--- config.mk ---
export PLATFORM = sky130hd
export DESIGN_NAME = can_err_confine
export DESIGN_NICKNAME = d
export VERILOG_FILES = /design/src/rtl/can_err_pkg.sv /design/src/rtl/can_err_rstsync.sv /design/src/rtl/can_err_ctr.sv /design/src/rtl/can_err_flags.sv /design/src/rtl/can_err_code.sv /design/src/rtl/can_err_confine.sv
export SDC_FILE = /design/constraint.sdc
export NUM_CORES = 1
export LEC_CHECK = 0
export BUFFER_PORTS_ARGS = -buffer_cell sky130_fd_sc_hd__buf_2
export CAP_MARGIN = 20
export CORE_MARGIN = 4
export CORE_UTILIZATION = 48
export DETAILED_ROUTE_END_ITERATION = 6
export HOLD_SLACK_MARGIN = 0.02
export PLACE_DENSITY = 0.76
export SLEW_MARGIN = 25
export SYNTH_ARGS = -nofsm -noshare
export SYNTH_HDL_FRONTEND = slang
export SYNTH_SLANG_ARGS = --single-unit
--- constraint.sdc ---
create_clock -name clk -period 1.4 [get_ports clk]
set_input_delay 0.14 -clock clk [delete_from_list [all_inputs] [get_ports clk]]
set_output_delay 0.14 -clock clk [all_outputs]
set_load 0.02 [all_outputs]
--- src/rtl/can_err_pkg.sv ---
package can_err_pkg;
  localparam int TEC_W     = 9;
  localparam int REC_W     = 8;
  localparam int CODE_W    = 3;
  localparam int TX_STEP   = 8;
  localparam int RX_STEP   = 1;
  localparam int WARN_LIM  = 96;
  localparam int PASS_LIM  = 128;
  localparam int BOFF_LIM  = 256;

  typedef enum logic [CODE_W-1:0] {
    CODE_NONE  = 3'd0,
    CODE_STUFF = 3'd1,
    CODE_FORM  = 3'd2,
    CODE_ACK   = 3'd3,
    CODE_REC1  = 3'd4,
    CODE_DOM0  = 3'd5,
    CODE_CRC   = 3'd6,
    CODE_MARK  = 3'd7
  } err_code_e;

  function automatic logic code_is_hw(input logic [CODE_W-1:0] c);
    return (c != CODE_NONE) && (c != CODE_MARK);
  endfunction
endpackage

--- src/rtl/can_err_rstsync.sv ---
module can_err_rstsync (
  input  logic clk,
  input  logic rst_n,
  output logic rst_q_n
);
  logic stage1;

  always_ff @(posedge clk or negedge rst_n) begin
    if (!rst_n) begin
      stage1  <= 1'b0;
      rst_q_n <= 1'b0;
    end else begin
      stage1  <= 1'b1;
      rst_q_n <= stage1;
    end
  end
endmodule

--- src/rtl/can_err_ctr.sv ---
module can_err_ctr #(
  parameter int W    = 8,
  parameter int STEP = 1,
  parameter int CAP  = 255
) (
  input  logic         clk,
  input  logic         rst_n,
  input  logic         clr,
  input  logic         inc,
  input  logic         dec,
  output logic [W-1:0] cnt
);
  localparam logic [W:0] CAP_X  = (W+1)'(CAP);
  localparam logic [W:0] STEP_X = (W+1)'(STEP);

  logic [W:0]   sum;
  logic [W-1:0] cnt_d;
  logic         cnt_en;

  always_comb begin
    sum    = {1'b0, cnt} + STEP_X;
    cnt_d  = cnt;
    cnt_en = 1'b0;
    if (clr) begin
      cnt_d  = '0;
      cnt_en = 1'b1;
    end else if (inc) begin
      cnt_d  = (sum > CAP_X) ? CAP_X[W-1:0] : sum[W-1:0];
      cnt_en = 1'b1;
    end else if (dec && (cnt != '0)) begin
      cnt_d  = cnt - 1'b1;
      cnt_en = 1'b1;
    end
  end

  always_ff @(posedge clk or negedge rst_n) begin
    if (!rst_n)      cnt <= '0;
    else if (cnt_en) cnt <= cnt_d;
  end
endmodule

--- src/rtl/can_err_flags.sv ---
module can_err_flags #(
  parameter int TW   = 9,
  parameter int RW   = 8,
  parameter int WARN = 96,
  parameter int PASS = 128,
  parameter int BOFF = 256
) (
  input  logic [TW-1:0] tec,
  input  logic [RW-1:0] rec,
  output logic          warn,
  output logic          passive,
  output logic          bus_off
);
  int tec_i, rec_i;

  always_comb begin
    tec_i   = int'(tec);
    rec_i   = int'(rec);
    warn    = (tec_i >= WARN) || (rec_i >= WARN);
    passive = (tec_i >= PASS) || (rec_i >= PASS);
    bus_off = (tec_i >= BOFF);
  end
endmodule

--- src/rtl/can_err_code.sv ---
module can_err_code #(
  parameter int CW = 3
) (
  input  logic          clk,
  input  logic          rst_n,
  input  logic          hw_load,
  input  logic [CW-1:0] hw_code,
  input  logic          hw_clr,
  input  logic          sw_wr,
  input  logic [CW-1:0] sw_code,
  output logic [CW-1:0] code
);
  logic [CW-1:0] code_d;
  logic          code_en;

  always_comb begin
    code_d  = code;
    code_en = 1'b1;
    if (hw_load)     code_d = hw_code;
    else if (hw_clr) code_d = '0;
    else if (sw_wr)  code_d = sw_code;
    else             code_en = 1'b0;
  end

  always_ff @(posedge clk or negedge rst_n) begin
    if (!rst_n)       code <= '0;
    else if (code_en) code <= code_d;
  end
endmodule

--- src/rtl/can_err_confine.sv ---
module can_err_confine
  import can_err_pkg::*;
#(
  parameter int TW = TEC_W,
  parameter int RW = REC_W
) (
  input  logic          clk,
  input  logic          rst_n,
  input  logic          err_stb,
  input  logic [2:0]    err_class,
  input  logic          err_while_tx,
  input  logic          tx_done,
  input  logic          rx_done,
  input  logic          recov_done,
  input  logic          code_wr,
  input  logic [2:0]    code_wdata,
  output logic [7:0]    status,
  output logic [TW-1:0] tx_err_cnt,
  output logic [RW-1:0] rx_err_cnt
);
  localparam int TEC_CAP = (1 << TW) - 1;
  localparam int REC_CAP = (1 << RW) - 1;

  logic       rst_q_n;
  logic       warn, passive, bus_off;
  logic       live, err_ok, tx_ok_act, rx_ok_act, recov_ok;
  logic [2:0] code;

  can_err_rstsync u_rst (.clk(clk), .rst_n(rst_n), .rst_q_n(rst_q_n));

  always_comb begin
    live      = !bus_off;
    err_ok    = live && err_stb && code_is_hw(err_class);
    tx_ok_act = live && !err_ok && tx_done;
    rx_ok_act = live && !err_ok && !tx_done && rx_done;
    recov_ok  = bus_off && recov_done;
  end

  can_err_ctr #(.W(TW), .STEP(TX_STEP), .CAP(TEC_CAP)) u_tec (
    .clk(clk), .rst_n(rst_q_n), .clr(recov_ok),
    .inc(err_ok && err_while_tx), .dec(tx_ok_act), .cnt(tx_err_cnt)
  );

  can_err_ctr #(.W(RW), .STEP(RX_STEP), .CAP(REC_CAP)) u_rec (
    .clk(clk), .rst_n(rst_q_n), .clr(recov_ok),
    .inc(err_ok && !err_while_tx), .dec(rx_ok_act), .cnt(rx_err_cnt)
  );

  can_err_flags #(.TW(TW), .RW(RW), .WARN(WARN_LIM), .PASS(PASS_LIM), .BOFF(BOFF_LIM)) u_flags (
    .tec(tx_err_cnt), .rec(rx_err_cnt),
    .warn(warn), .passive(passive), .bus_off(bus_off)
  );

  can_err_code #(.CW(CODE_W)) u_code (
    .clk(clk), .rst_n(rst_q_n),
    .hw_load(err_ok), .hw_code(err_class),
    .hw_clr(tx_ok_act || rx_ok_act),
    .sw_wr(code_wr), .sw_code(code_wdata),
    .code(code)
  );

  assign status = {1'b0, code, 1'b0, bus_off, passive, warn};
endmodule

# Word level (Yosys, flattened, before mapping)
# Index checks and enable logic that the tools add are counted.
op_classes:
  muxes: 20
  n_reduce_logical: 28
  eq_ne: 1
  order_cmp: 7
  addsub: 4
ops:
  columns: ["cell", "count"]
  rows:
  - ["$mux 9", 4]
  - ["$mux 8", 4]
  - ["$logic_and 1x1->1", 12]
  - ["$reduce_bool 3->1", 4]
  - ["$add 9x4->10 const B", 1]
  - ["$gt 10x9->1 const B", 1]
  - ["$add 8x1->9 const B", 1]
  - ["$ge 9x7->1 const B", 1]
  - ["$ge 9x8->1 const B", 1]
  - ["$ge 9x9->1 const B", 1]
  - ["$gt 9x8->1 const B", 1]
  - ["$mux 1", 9]
  - ["$mux 3", 3]
  - ["$reduce_bool 9->1", 1]
  - ["$sub 9x1->9 const B", 1]
  - ["$ge 8x7->1 const B", 1]
  - ["$ge 8x8->1 const B", 1]
  - ["$reduce_bool 8->1", 1]
  - ["$sub 8x1->8 const B", 1]
  - ["$reduce_and 2->1", 3]
  - ["$logic_not 1->1", 4]
  - ["$logic_or 1x1->1", 3]
  - ["$ne 3x3->1 const B", 1]
totals:
  input_bits: 14
  ff_bits: 22
  out_inout_bits: 25
  word_cells: 65

# Logic depth before layout (Yosys ltp)
# Gate-level depths: netlist of run 1.
depth:
  ltp_word: 13
  depth_mapped: 8

# Hierarchy
# Synthesis of run 1 repeated with hierarchy kept, for this count alone.
hier_totals:
  cells_unflattened: 229
  area_unflattened_um2: 1905.6
modules_own_cells:
  columns: ["mod", "area_each_um2", "n_inst", "seq_area_each_um2", "cells_each"]
  rows:
  - ["can_err_ctr at u_rec", 788.3, 1, 200.2, 106]
  - ["can_err_ctr at u_tec", 747.0, 1, 225.2, 84]
  - ["can_err_confine", 152.6, 1, 0.0, 23]
  - ["can_err_code", 138.9, 1, 75.1, 10]
  - ["can_err_rstsync", 53.8, 1, 50.0, 3]
  - ["can_err_flags", 25.0, 1, 0.0, 3]

# Least setup slack after synthesis of run 1
# OpenSTA, ideal clock, no wires.
synth_timing:
  kind: "reg-to-reg"
  startpoint: "reg u_tec.cnt[4]"
  endpoint: "reg u_tec.cnt[7]"
  setup_ps: 77
  path_stages_with_launch: 8
  period_less_slack_ps: 1961
  arrival_time_ps: 1884
  required_time_ps: 1323
  path_slack_ps: -561
  path_cell_list: "dfrtp_1 > inv_1 > ha_1 > or4b_2 > a31oi_1 > nand4_1 > a21o_1 > a21oi_1"
synth_between:
  elab_chain_cells: 12
  word_cells_on_any_way: 23
synth_lines:
  columns: ["item", "line", "rtl"]
  rows:
  - ["start, declared", "can_err_ctr.sv:11", "output logic [W-1:0] cnt"]
  - ["start signal, assigned", "can_err_ctr.sv:38", "else if (cnt_en) cnt <= cnt_d;"]
  - ["parallel branches: the longest is 12 deep, another holds $add 9x4->10", null, null]
# Parallel ways; which one is timed is not known. The select of a mux whose other input is x is not followed.
# A chain may end at the register's enable or synchronous reset.

# Worst setup path in the final report of run 1
layout_timing:
  startpoint: "reg u_tec.cnt[3]"
  endpoint: "reg u_tec.cnt[7]"
# The elaborated chain is that of the path after synthesis.

==> results.md, run 1 <==
* Leak pwr at 1.29 nW
* Final Util at 93.9%
* Synth area leaders: dfrtp_1 35%, ha_1 5.5%, a21oi_1 4.1%
* Io pins at 39
* Biggest cell delay along the critical path at 0.46 ns
* Most common cell after layout, fill and taps aside: buf_4
* Vias in the first global route at 2016
* Slowest cell on crit path: or4b_4
* Avg Cell Area, Syn at 8.67 sq um
* Maximum fanout along the worst path at 2
* RSZ-0062 raised after global routing: true
* Proportion of layout cells with a drive suffix above 1 at around 69%
* Met2 Track Usage GR at a little under three fifths
* Crit end category: flip-flop
* Share of the synthesized area in the top cell type at around a third
* # rows at 20
* Status: finished with violations
* CP Launch Type: flip-flop
* Data arrival, critical path at 2.18 ns
* CTS root buffer: clkbuf_4
* Final setup skew at 0.00965 ns
* Overflow after GRT at 0
* CTS H-tree lvls at 1
* Place WS at -0.345 ns
* Met3 Use GR at 4.27%
* Die area at ~4300 sq um
* Cell Chain, Critical Path: inv_2 > ha_4 > or4b_4 > a31oi_4 > nand4_1 > a21o_1 > a21oi_2
* Critical Path Sink: u_tec.cnt[7]$_DFFE_PN0P_
* Minimum clock period at roughly 1.9 ns
* CTS Buf Count at 3
* ANT nets after route at 0
* Placed inst area at 2290 sq um
* Capturing point of the worst reg2reg path: u_tec.cnt[7]$_DFFE_PN0P_
* # DRC at 0
* Chip Width at 65.7 microns
* Maximum capacitance violations at 0
* Cell depth of the worst flop-to-flop path at 7
* Register-to-Register Setup Slack at -0.51 ns
* DP Wirelength at 3.96 mm
* Crit Path Class: flip-flop to flip-flop
* Final worst slack at -0.515 ns
* Top_reg_cell synth: dfrtp_1
* Achievable Freq at approximately 0.52 GHz
* Global-route wire length before repair at about 10 mm
* Worst skew pair latency at 0.34 ns
* Power Dens Cells at 2020 nW/um^2
* Routed length per instance at 25.4 microns
* HP Class: primary input to async pin
* Starting Density at 51.0%
* Via Count at 2329
* Via-per-instance ratio at 6.97
* Yosys top cell by area: dfrtp_1
* Synth Register Bits at 22
* EDFF count, synth at 0
* Mapped Cells at roughly 180
* Drt total wl at ~8.5 mm
* Largest net degree at the start of global routing at 13
* Final hold violations at 0
* DR pass1 iterations at 6
* Placer Congestion at 0.955
* Synth cell types at 50
* GRT Resource Usage Total at 31.7%
* Number of diodes at 0
* Worst Tran Pin Value at 0.531 ns
* Fin crit share at 137%
* Die Ht at 65.7 microns
* Worst-path clk slew at about 0.14 ns
* Setup crit start: u_tec.cnt[3]$_DFFE_PN0P_
* CTS Sinks at 22
* Failing checks: setup timing
* Final setup fails at 22
* Commonest cells after routing, fill and taps aside: 57 x buf_4, 34 x buf_2, 22 x buf_6
* Nets@finish at 312
* CTS tree: built
* I/O Buffers at 36
* Worst slew margin at 64.5%
* Gr busiest metal: met2
* Synthesis warning total at 0
* Grt met1 use at between 30 and 40%
* Seq/Total Area, Yosys at 34.5%
* Layout area overhead at 84.2%
* WHS at 0.0786 ns
* CTS Buffer Depth at 2
* Final Cell Area at 2940 sq um
* Core region area at between 3000 and 4000 sq um
* Synthesized area at roughly 1600 sq um
* Initial DRC count at 414
* Initial antenna violation count at 0
* Final Max Tran Viols at 0
* Peak VDD IR at between 0.001 and 0.0015 V
* Async SR Flop Fraction at 100%
* Critical Path RT at 1.67 ns
* Reg2reg start: u_tec.cnt[3]$_DFFE_PN0P_
==> registers in the layout (all words and copies together), names as in the netlist <==
signal and cells:
u_tec.cnt 9, u_rec.cnt 8, u_code.code 3, u_rst.rst_q_n 1
u_rst.stage1 1
==> what timing repair did <==
item | CTS | global route
setup buffers | 15 | 11
hold buffers | 1 | 0
setup endpoints to repair | 20 | 22
resized for setup | 59 | 35
pin swaps | 34 | 25
gates cloned | 0 | 0
endpoints found under the hold margin | 2 | 0
==> cell families after synthesis <==
group                    Yosys count  share of synthesized area, %
adder cells (fa/ha/maj)            7                          5.49
multiplexers                       3                          1.88
AND/OR/NAND/NOR                   79                          26.4
other                              2                         0.471
XOR/XNOR                           7                          3.84
buffers and inverters             22                          8.39
AO/OA/AOI/OAI                     42                          19.0
flip-flops                        22                          34.5
==> how the worst min path moves through the flow <==
stage,startpoint,end,slack [ns],depth (start not counted)
after floorplan,rst_n,u_rst.rst_q_n$_DFF_PN0_,-0.16,0
after global placement,rst_n,u_rst.stage1$_DFF_PN0_,-0.08,1
after detailed placement,rst_n,u_rst.rst_q_n$_DFF_PN0_,-0.07,1
after CTS,rst_n,u_rst.stage1$_DFF_PN0_,0.11,2
after global routing,rst_n,u_rst.rst_q_n$_DFF_PN0_,0.09,2
final,rst_n,u_rst.stage1$_DFF_PN0_,0.08,2
==> power by group <==
group | switching [W] | total [W] | internal [W]
Combinational | 0.00235 | 0.00432 | 0.00198
Clock | 0.000229 | 0.000341 | 0.000112
Sequential | 0.000354 | 0.00127 | 0.000917
==> cells in the mapped netlist (3+ instances only) <==
master     number
a31oi_1         3
nor3_1          7
mux2i_1         3
buf_4           7
nand3_1        11
dfrtp_1        22
buf_6           3
nand2_1        16
nor2_1         15
xor2_1          4
a2bb2oi_1       3
clkbuf_1        3
o21ai_0         4
xnor2_1         3
nor2b_1         4
nand4_1         7
o211ai_1        3
ha_1            7
a21oi_1        13
inv_1           7
==> critical path, delay by kind of cell (launching register included) <==
family | cells | cell delay, ns
AO/OA/AOI/OAI | 3 | 0.55
adder cells (fa/ha/maj) | 1 | 0.12
buffers and inverters | 1 | 0.09
flip-flops | 1 | 0.44
AND/OR/NAND/NOR | 2 | 0.65
==> layer usage <==
layer / vias to the layer above / wire length (microns)
met4: 0 / 746
met3: 101 / 938
met2: 246 / 3800
met1: 1095 / 2990
li1: 887 / -
met5: - / 0
==> metrics by stage <==
step                      power [W]  setup TNS [ns]  std cells
after floorplan             0.00295           -3.68        185
after global placement      0.00392           -4.37        306
after detailed placement    0.00407           -5.64        306
after CTS                   0.00509           -4.19        326
after global routing        0.00611           -7.53        334
final                       0.00593           -7.13        334
==> cell type report <==
type,instances,area (sq um)
fill,90,190
clock buffer,4,26.3
inverter,7,28.8
timing repair buffer,116,896
sequential,22,563
multi-input combinational,141,1370
tap,44,55.1
(Power assumes the default switching activity.)
==> run 2: changes to the inputs <==
==> constraint.sdc (replaced) <==
create_clock -name clk -period 1.4 [get_ports clk]
set_input_delay 0.14 -clock clk [delete_from_list [all_inputs] [get_ports clk]]
set_output_delay 0.14 -clock clk [all_outputs]
set_load 0.005 [all_outputs]
==> run 2 against run 1 <==
Compared with the run above: first-iteration DRC count is 6.3% lower; cell area is 5.9% lower; non-clock buffer count is 2 lower; clock skew is 0.0068 ns lower; fmax is 1.8% higher; count of clock-buffer cells in the layout is 1 lower; critical endpoint is now u_rec.cnt[7]$_DFFE_PN0P_; the flow still finishes with violations (setup timing); clock power is 50% higher.
==> results.md, run 2 (synthesis gave the netlist of run 1 again) <==
* Status: finished with violations
* Failing checks: setup timing
* Reg2reg start: u_rec.cnt[2]$_DFFE_PN0P_
* Layout area overhead at 73.3%
* Largest net degree at the start of global routing at 14 (+1)
* Cell Chain, Critical Path: nor4_4 > buf_4 > buf_4 > nand3_1 > a211o_1 > a21oi_1
* Family with the most delay on the worst path: compound AO/OA/AOI/OAI gates
* Max reg flops at 9 (unchanged)
* GRT Resource Usage Total at 33.5% (+1.7 points)
* CTS H-tree lvls at 1 (unchanged)
* Crit end category: flip-flop
* Final setup skew at 0.00281 ns (-0.00684 ns)
* CP Launch Type: flip-flop
* Final Util at 88.4% (-5.6 points)
* CTS root buffer: clkbuf_4
* Worst slew margin at 65.4% (+0.85 points)
* Drt total wl at 7.68 mm (-9.3%)
* Peak VDD IR at 0.00117 V (-6.3%)
* CTS Sinks at 22 (unchanged)
* Initial DRC count at 388 (-6.3%)
* I/O Buffers at 36 (unchanged)
* CTS tree: built
* WHS at 0.0994 ns (+0.0208 ns)
* Chip Width at 65.7 microns (unchanged)
* ANT nets after route at 0 (unchanged)
* Final Cell Area at 2760 sq um (-5.9%)
* Worst-path clk slew at 0.14 ns (about the same)
* Slowest cell on crit path: dfrtp_1
* Initial antenna violation count at 0 (unchanged)
* Most common cell on crit path: buf_4
* Biggest cell delay along the critical path at 0.45 ns (about the same)
* Final setup fails at 19 (-14%)
* Setup crit start: u_rec.cnt[2]$_DFFE_PN0P_
* Starting Density at 51.0% (unchanged)
* Buf+Inv Stages, Crit Path at 2 (+1)
* Maximum fanout along the worst path at 2 (unchanged)
* Number of diodes at 0 (unchanged)
* DR pass1 iterations at 7 (+1)
* Final Max Tran Viols at 0 (unchanged)
* Die Ht at 65.7 microns (unchanged)
* Reg with most FFs: u_tec.cnt
* Largest regs: u_tec.cnt x9, u_rec.cnt x8, u_code.code x3
* Worst skew pair latency at 0.32 ns (-0.02 ns)
* Total power at 0.00539 W (-9.1%)
* Cell depth of the worst flop-to-flop path at 6 (-1)
* Vias in the first global route at 2185 (+8.4%)
* DP Wirelength at 3.99 mm (+0.90%)
* Capturing point of the worst reg2reg path: u_rec.cnt[7]$_DFFE_PN0P_
* # DRC at 0 (unchanged)
* Worst Tran Pin Value at 0.518 ns (-0.0127 ns)
* Placed inst area at 2270 sq um (-1.1%)
* HP Class: primary input to async pin
* Core region area at 3130 sq um (unchanged)
* Routed length per instance at 23.1 microns (-8.8%)
* CTS Buf Count at 3 (unchanged)
* Achievable Freq at 0.531 GHz (+1.8%)
* Placer Congestion at 0.870 (-8.9%)
* Maximum capacitance violations at 0 (unchanged)
* Via Count at 2177 (-6.5%)
* Minimum clock period at 1.88 ns (-0.0329 ns)
* Leak pwr at 1.26 nW (-2.6%)
* Nets@finish at 310 (-0.64%)
* Commonest cells after routing, fill and taps aside: 63 x buf_4, 35 x buf_2, 19 x dfrtp_1
* Global-route wire length before repair at 10.8 mm (+5.3%)
* Overflow after GRT at 0 (unchanged)
* Critical Path RT at 1.64 ns (-0.03 ns)
* CTS Buffer Depth at 2 (unchanged)
* Final hold violations at 0 (unchanged)
* Die area at 4310 sq um (unchanged)
* Register-to-Register Setup Slack at -0.48 ns (+0.03 ns)
* Data arrival, critical path at 2.12 ns (-0.06 ns)
* # rows at 20 (unchanged)
* Proportion of layout cells with a drive suffix above 1 at 61.1% (-8.2 points)
* Final worst slack at -0.482 ns (+0.0329 ns)
* Power Dens Cells at 1950 nW/um^2 (-3.4%)
* Via-per-instance ratio at 6.56 (-6.0%)
* Crit Path Class: flip-flop to flip-flop
* Most common cell after layout, fill and taps aside: buf_4
* Io pins at 39 (unchanged)
* Fin crit share at 134% (-2.4 points)
* RSZ-0062 raised after global routing: true
[run 2: cell count changes in the layout (fill, tap and decap cells not counted), moves of 3 or more]
cell / previous run / this run
nand2_2: 5 / 2
a21oi_1: 2 / 8
a21oi_2: 8 / 3
buf_6: 22 / 15
dfrtp_1: 12 / 19
buf_4: 57 / 63
nand2_1: 8 / 12
dfrtp_2: 10 / 3
[run 2: where the power goes]
| part | internal (W) | switching (W) | total, W | leakage (nW) |
|---|---|---|---|---|
| logic | 0.00183 | 0.00186 | 0.00370 | 0.965 |
| registers | 0.000901 | 0.000281 | 0.00118 | 0.262 |
| clock network | 0.000289 | 0.000221 | 0.000511 | 0.0279 |
| total | 0.00302 | 0.00237 | 0.00539 | 1.26 |
[run 2: routing by layer]
metal,up-vias,part of all wire [%],GRT usage [%]
li1,870,-,-
met1,1029,35,37.6
met2,208,47,55.2
met3,70,11,8.38
met4,0,7.4,22.8
met5,-,0,0
[run 2: layout make-up]
type | instances | area (sq um)
Fill cell | 136 | 364
Clock buffer | 3 | 22.5
Timing Repair Buffer | 114 | 827
Multi-Input combinational cell | 141 | 1250
Clock inverter | 1 | 30.0
Sequential cell | 22 | 554
Tap cell | 44 | 55.1
Inverter | 7 | 26.3
[run 2: worst max-delay path by stage]
stage,slack (ns),cells past startpoint,endpoint
2_1_floorplan,-0.31,7,u_tec.cnt[7]$_DFFE_PN0P_
4_1_cts,-0.36,7,u_tec.cnt[7]$_DFFE_PN0P_
5_1_grt,-0.51,6,u_rec.cnt[7]$_DFFE_PN0P_
3_3_place_gp,-0.29,7,u_tec.cnt[6]$_DFFE_PN0P_
6_report,-0.48,6,u_rec.cnt[7]$_DFFE_PN0P_
3_5_place_dp,-0.34,7,u_tec.cnt[6]$_DFFE_PN0P_
[run 2: timing repair]
| item | 4_1_cts | 5_1_grt |
|---|---|---|
| setup endpoints to repair | 22 | 21 |
| cloned | 1 | 0 |
| pin swaps | 26 | 19 |
| endpoints found under the hold margin | 2 | 0 |
| hold buffers | 1 | 0 |
| resized for setup | 35 | 23 |
| setup buffers | 15 | 8 |
[run 2: stage by stage]
stage	setup WS, ns	instances	setup TNS [ns]
final	-0.482	332	-6.65
after global routing	-0.510	332	-7.52
after floorplan	-0.306	185	-2.56
after CTS	-0.356	325	-4.63
after global placement	-0.291	304	-3.86
after detailed placement	-0.343	304	-5.28
==> run 3: changes to the inputs <==
--- a/config.mk
+++ b/config.mk
@@ -8,10 +8,11 @@
 export BUFFER_PORTS_ARGS = -buffer_cell sky130_fd_sc_hd__buf_2
 export CAP_MARGIN = 20
 export CORE_MARGIN = 4
-export CORE_UTILIZATION = 48
+export CORE_UTILIZATION = 50
+export CTS_BUF_LIST = sky130_fd_sc_hd__clkbuf_8
 export DETAILED_ROUTE_END_ITERATION = 6
 export HOLD_SLACK_MARGIN = 0.02
-export PLACE_DENSITY = 0.76
+export PLACE_DENSITY = 0.78
 export SLEW_MARGIN = 25
 export SYNTH_ARGS = -nofsm -noshare
 export SYNTH_HDL_FRONTEND = slang
==> run 3 against run 2 <==
Compared with the run above: the run still ends with setup timing left; fmax rose by 1.2%; via count fell by 3.3%; global-route usage fell by 0.98 points; critical path type unchanged.
==> results.md, run 3 (synthesis gave the netlist of run 1 again) <==
* CP Launch Type: flip-flop
* Chip Width at 64.5 microns (-1.8%)
* Worst skew pair latency at 0.27 ns (-0.05 ns)
* Overflow after GRT at 0 (unchanged)
* # DRC at 0 (unchanged)
* Final worst slack at -0.460 ns (+0.0214 ns)
* Max reg flops at 9 (unchanged)
* Initial DRC count at 214 (-45%)
* Die Ht at 64.5 microns (-1.8%)
* Critical Path RT at 1.60 ns (-0.04 ns)
* RSZ-0062 raised after global routing: true
* Proportion of layout cells with a drive suffix above 1 at 63.4% (+2.3 points)
* Final Cell Area at 2770 sq um (about the same)
* Place WS at -0.357 ns (-0.0141 ns)
* Maximum capacitance violations at 0 (unchanged)
* Data arrival, critical path at 2.06 ns (-0.06 ns)
* Crit end category: flip-flop
* CTS H-tree lvls at 1 (unchanged)
* Drt total wl at 7.32 mm (-4.7%)
* Cell Chain, Critical Path: inv_2 > ha_4 > or4b_4 > a31oi_4 > nand4_1 > a21o_1 > a21oi_2
* Largest regs: u_tec.cnt x9, u_rec.cnt x8, u_code.code x3
* Vias in the first global route at 2096 (-4.1%)
* GRT Resource Usage Total at 32.5% (-0.98 points)
* Starting Density at 52.3% (+1.3 points)
* Nets@finish at 309 (-0.32%)
* Crit Path Class: flip-flop to flip-flop
* Worst-path clk slew at 0.08 ns (-0.06 ns)
* Routed length per instance at 22.1 microns (-4.4%)
* I/O Buffers at 36 (unchanged)
* CTS tree: built
* CTS Buf Count at 3 (unchanged)
* Peak VDD IR at 0.00136 V (+16%)
* Family with the most delay on the worst path: simple AND/OR/NAND/NOR gates
* DR pass1 iterations at 7 (unchanged)
* CTS Buffer Depth at 2 (unchanged)
* Achievable Freq at 0.538 GHz (+1.2%)
* Io pins at 39 (unchanged)
* Via Count at 2105 (-3.3%)
* Final Max Tran Viols at 0 (unchanged)
* Final setup fails at 20 (+1)
* Commonest cells after routing, fill and taps aside: 64 x buf_4, 35 x buf_2, 16 x dfrtp_1
* Placer Congestion at 0.885 (+1.7%)
* Slowest cell on crit path: or4b_4
* WHS at 0.137 ns (+0.0380 ns)
* Failing checks: setup timing
* Layout area overhead at 73.3% (about the same)
* Global-route wire length before repair at 10.4 mm (-3.5%)
* Biggest cell delay along the critical path at 0.47 ns (+0.02 ns)
* Most common cell after layout, fill and taps aside: buf_4
* Via-per-instance ratio at 6.36 (-3.0%)
* Maximum fanout along the worst path at 2 (unchanged)
* Initial antenna violation count at 0 (unchanged)
* Largest net degree at the start of global routing at 14 (unchanged)
* Minimum clock period at 1.86 ns (-0.0214 ns)
* # rows at 20 (unchanged)
* ANT nets after route at 0 (unchanged)
* Fin crit share at 133% (-1.5 points)
* Placed inst area at 2310 sq um (+2.0%)
* DP Wirelength at 3.86 mm (-3.3%)
* Number of diodes at 0 (unchanged)
* Status: finished with violations
* CTS Sinks at 22 (unchanged)
* Leak pwr at 1.26 nW (+0.15%)
* CTS root buffer: clkbuf_8
* Core region area at 3050 sq um (-2.4%)
* HP Class: flip-flop to async pin
* Final hold violations at 0 (unchanged)
* Reg with most FFs: u_tec.cnt
* Final Util at 90.6% (+2.2 points)
* Final setup skew at 0.00366 ns (+0.000852 ns)
* Power Dens Cells at 1920 nW/um^2 (-1.6%)
* Die area at 4160 sq um (-3.5%)
* Buf+Inv Stages, Crit Path at 1 (-1)
run 3: what timing repair did:
action	4_1_cts	5_1_grt
endpoints found under the hold margin	2	0
resized for setup	45	17
endpoints found under the setup margin	19	19
hold buffers	1	0
buffers inserted	11	5
pin swaps	28	14
run 3: cell type report:
type	instances	area (sq um)
Fill cell	132	288
Clock inverter	1	3.75
Multi-Input combinational cell	141	1270
Sequential cell	22	558
Clock buffer	3	41.3
Inverter	7	26.3
Tap cell	44	55.1
Timing Repair Buffer	113	812
run 3: power breakdown:
| group | internal, W | total (W) | switching (W) | leakage [nW] |
|---|---|---|---|---|
| registers | 0.000909 | 0.00124 | 0.000332 | 0.259 |
| logic | 0.00183 | 0.00365 | 0.00182 | 0.971 |
| clock network | 0.000196 | 0.000418 | 0.000221 | 0.0269 |
| total | 0.00294 | 0.00531 | 0.00237 | 1.26 |
run 3: metal layers:
metal | global-route usage [%] | part of all wire (%)
met1 | 40.1 | 38
met2 | 54.5 | 47
met3 | 7.11 | 9.1
met4 | 14.0 | 5.1
met5 | 0 | 0
run 3: path summary, 6_finish.rpt:
kind                                           from                    endpoint  slack (ns)  cells past startpoint
max                        u_tec.cnt[3]$_DFFE_PN0P_    u_tec.cnt[7]$_DFFE_PN0P_       -0.46                      7
max reg2reg                u_tec.cnt[3]$_DFFE_PN0P_    u_tec.cnt[7]$_DFFE_PN0P_       -0.46                      7
max in group asynchronous   u_rst.rst_q_n$_DFF_PN0_    u_tec.cnt[8]$_DFFE_PN0P_        0.72                      1
min                         u_rst.rst_q_n$_DFF_PN0_  u_code.code[0]$_DFFE_PN0P_        0.14                      0
min reg2reg                 u_rst.rst_q_n$_DFF_PN0_  u_code.code[0]$_DFFE_PN0P_        0.14                      0
min in group clk                            code_wr  u_code.code[1]$_DFFE_PN0P_        0.19                      3
run 3: stage by stage:
stage	instances	setup TNS [ns]	total power [W]
after floorplan	185	-2.56	0.00259
after global placement	310	-3.56	0.00373
after detailed placement	310	-4.80	0.00386
after CTS	326	-3.88	0.00474
after global routing	331	-6.62	0.00557
final	331	-5.17	0.00531
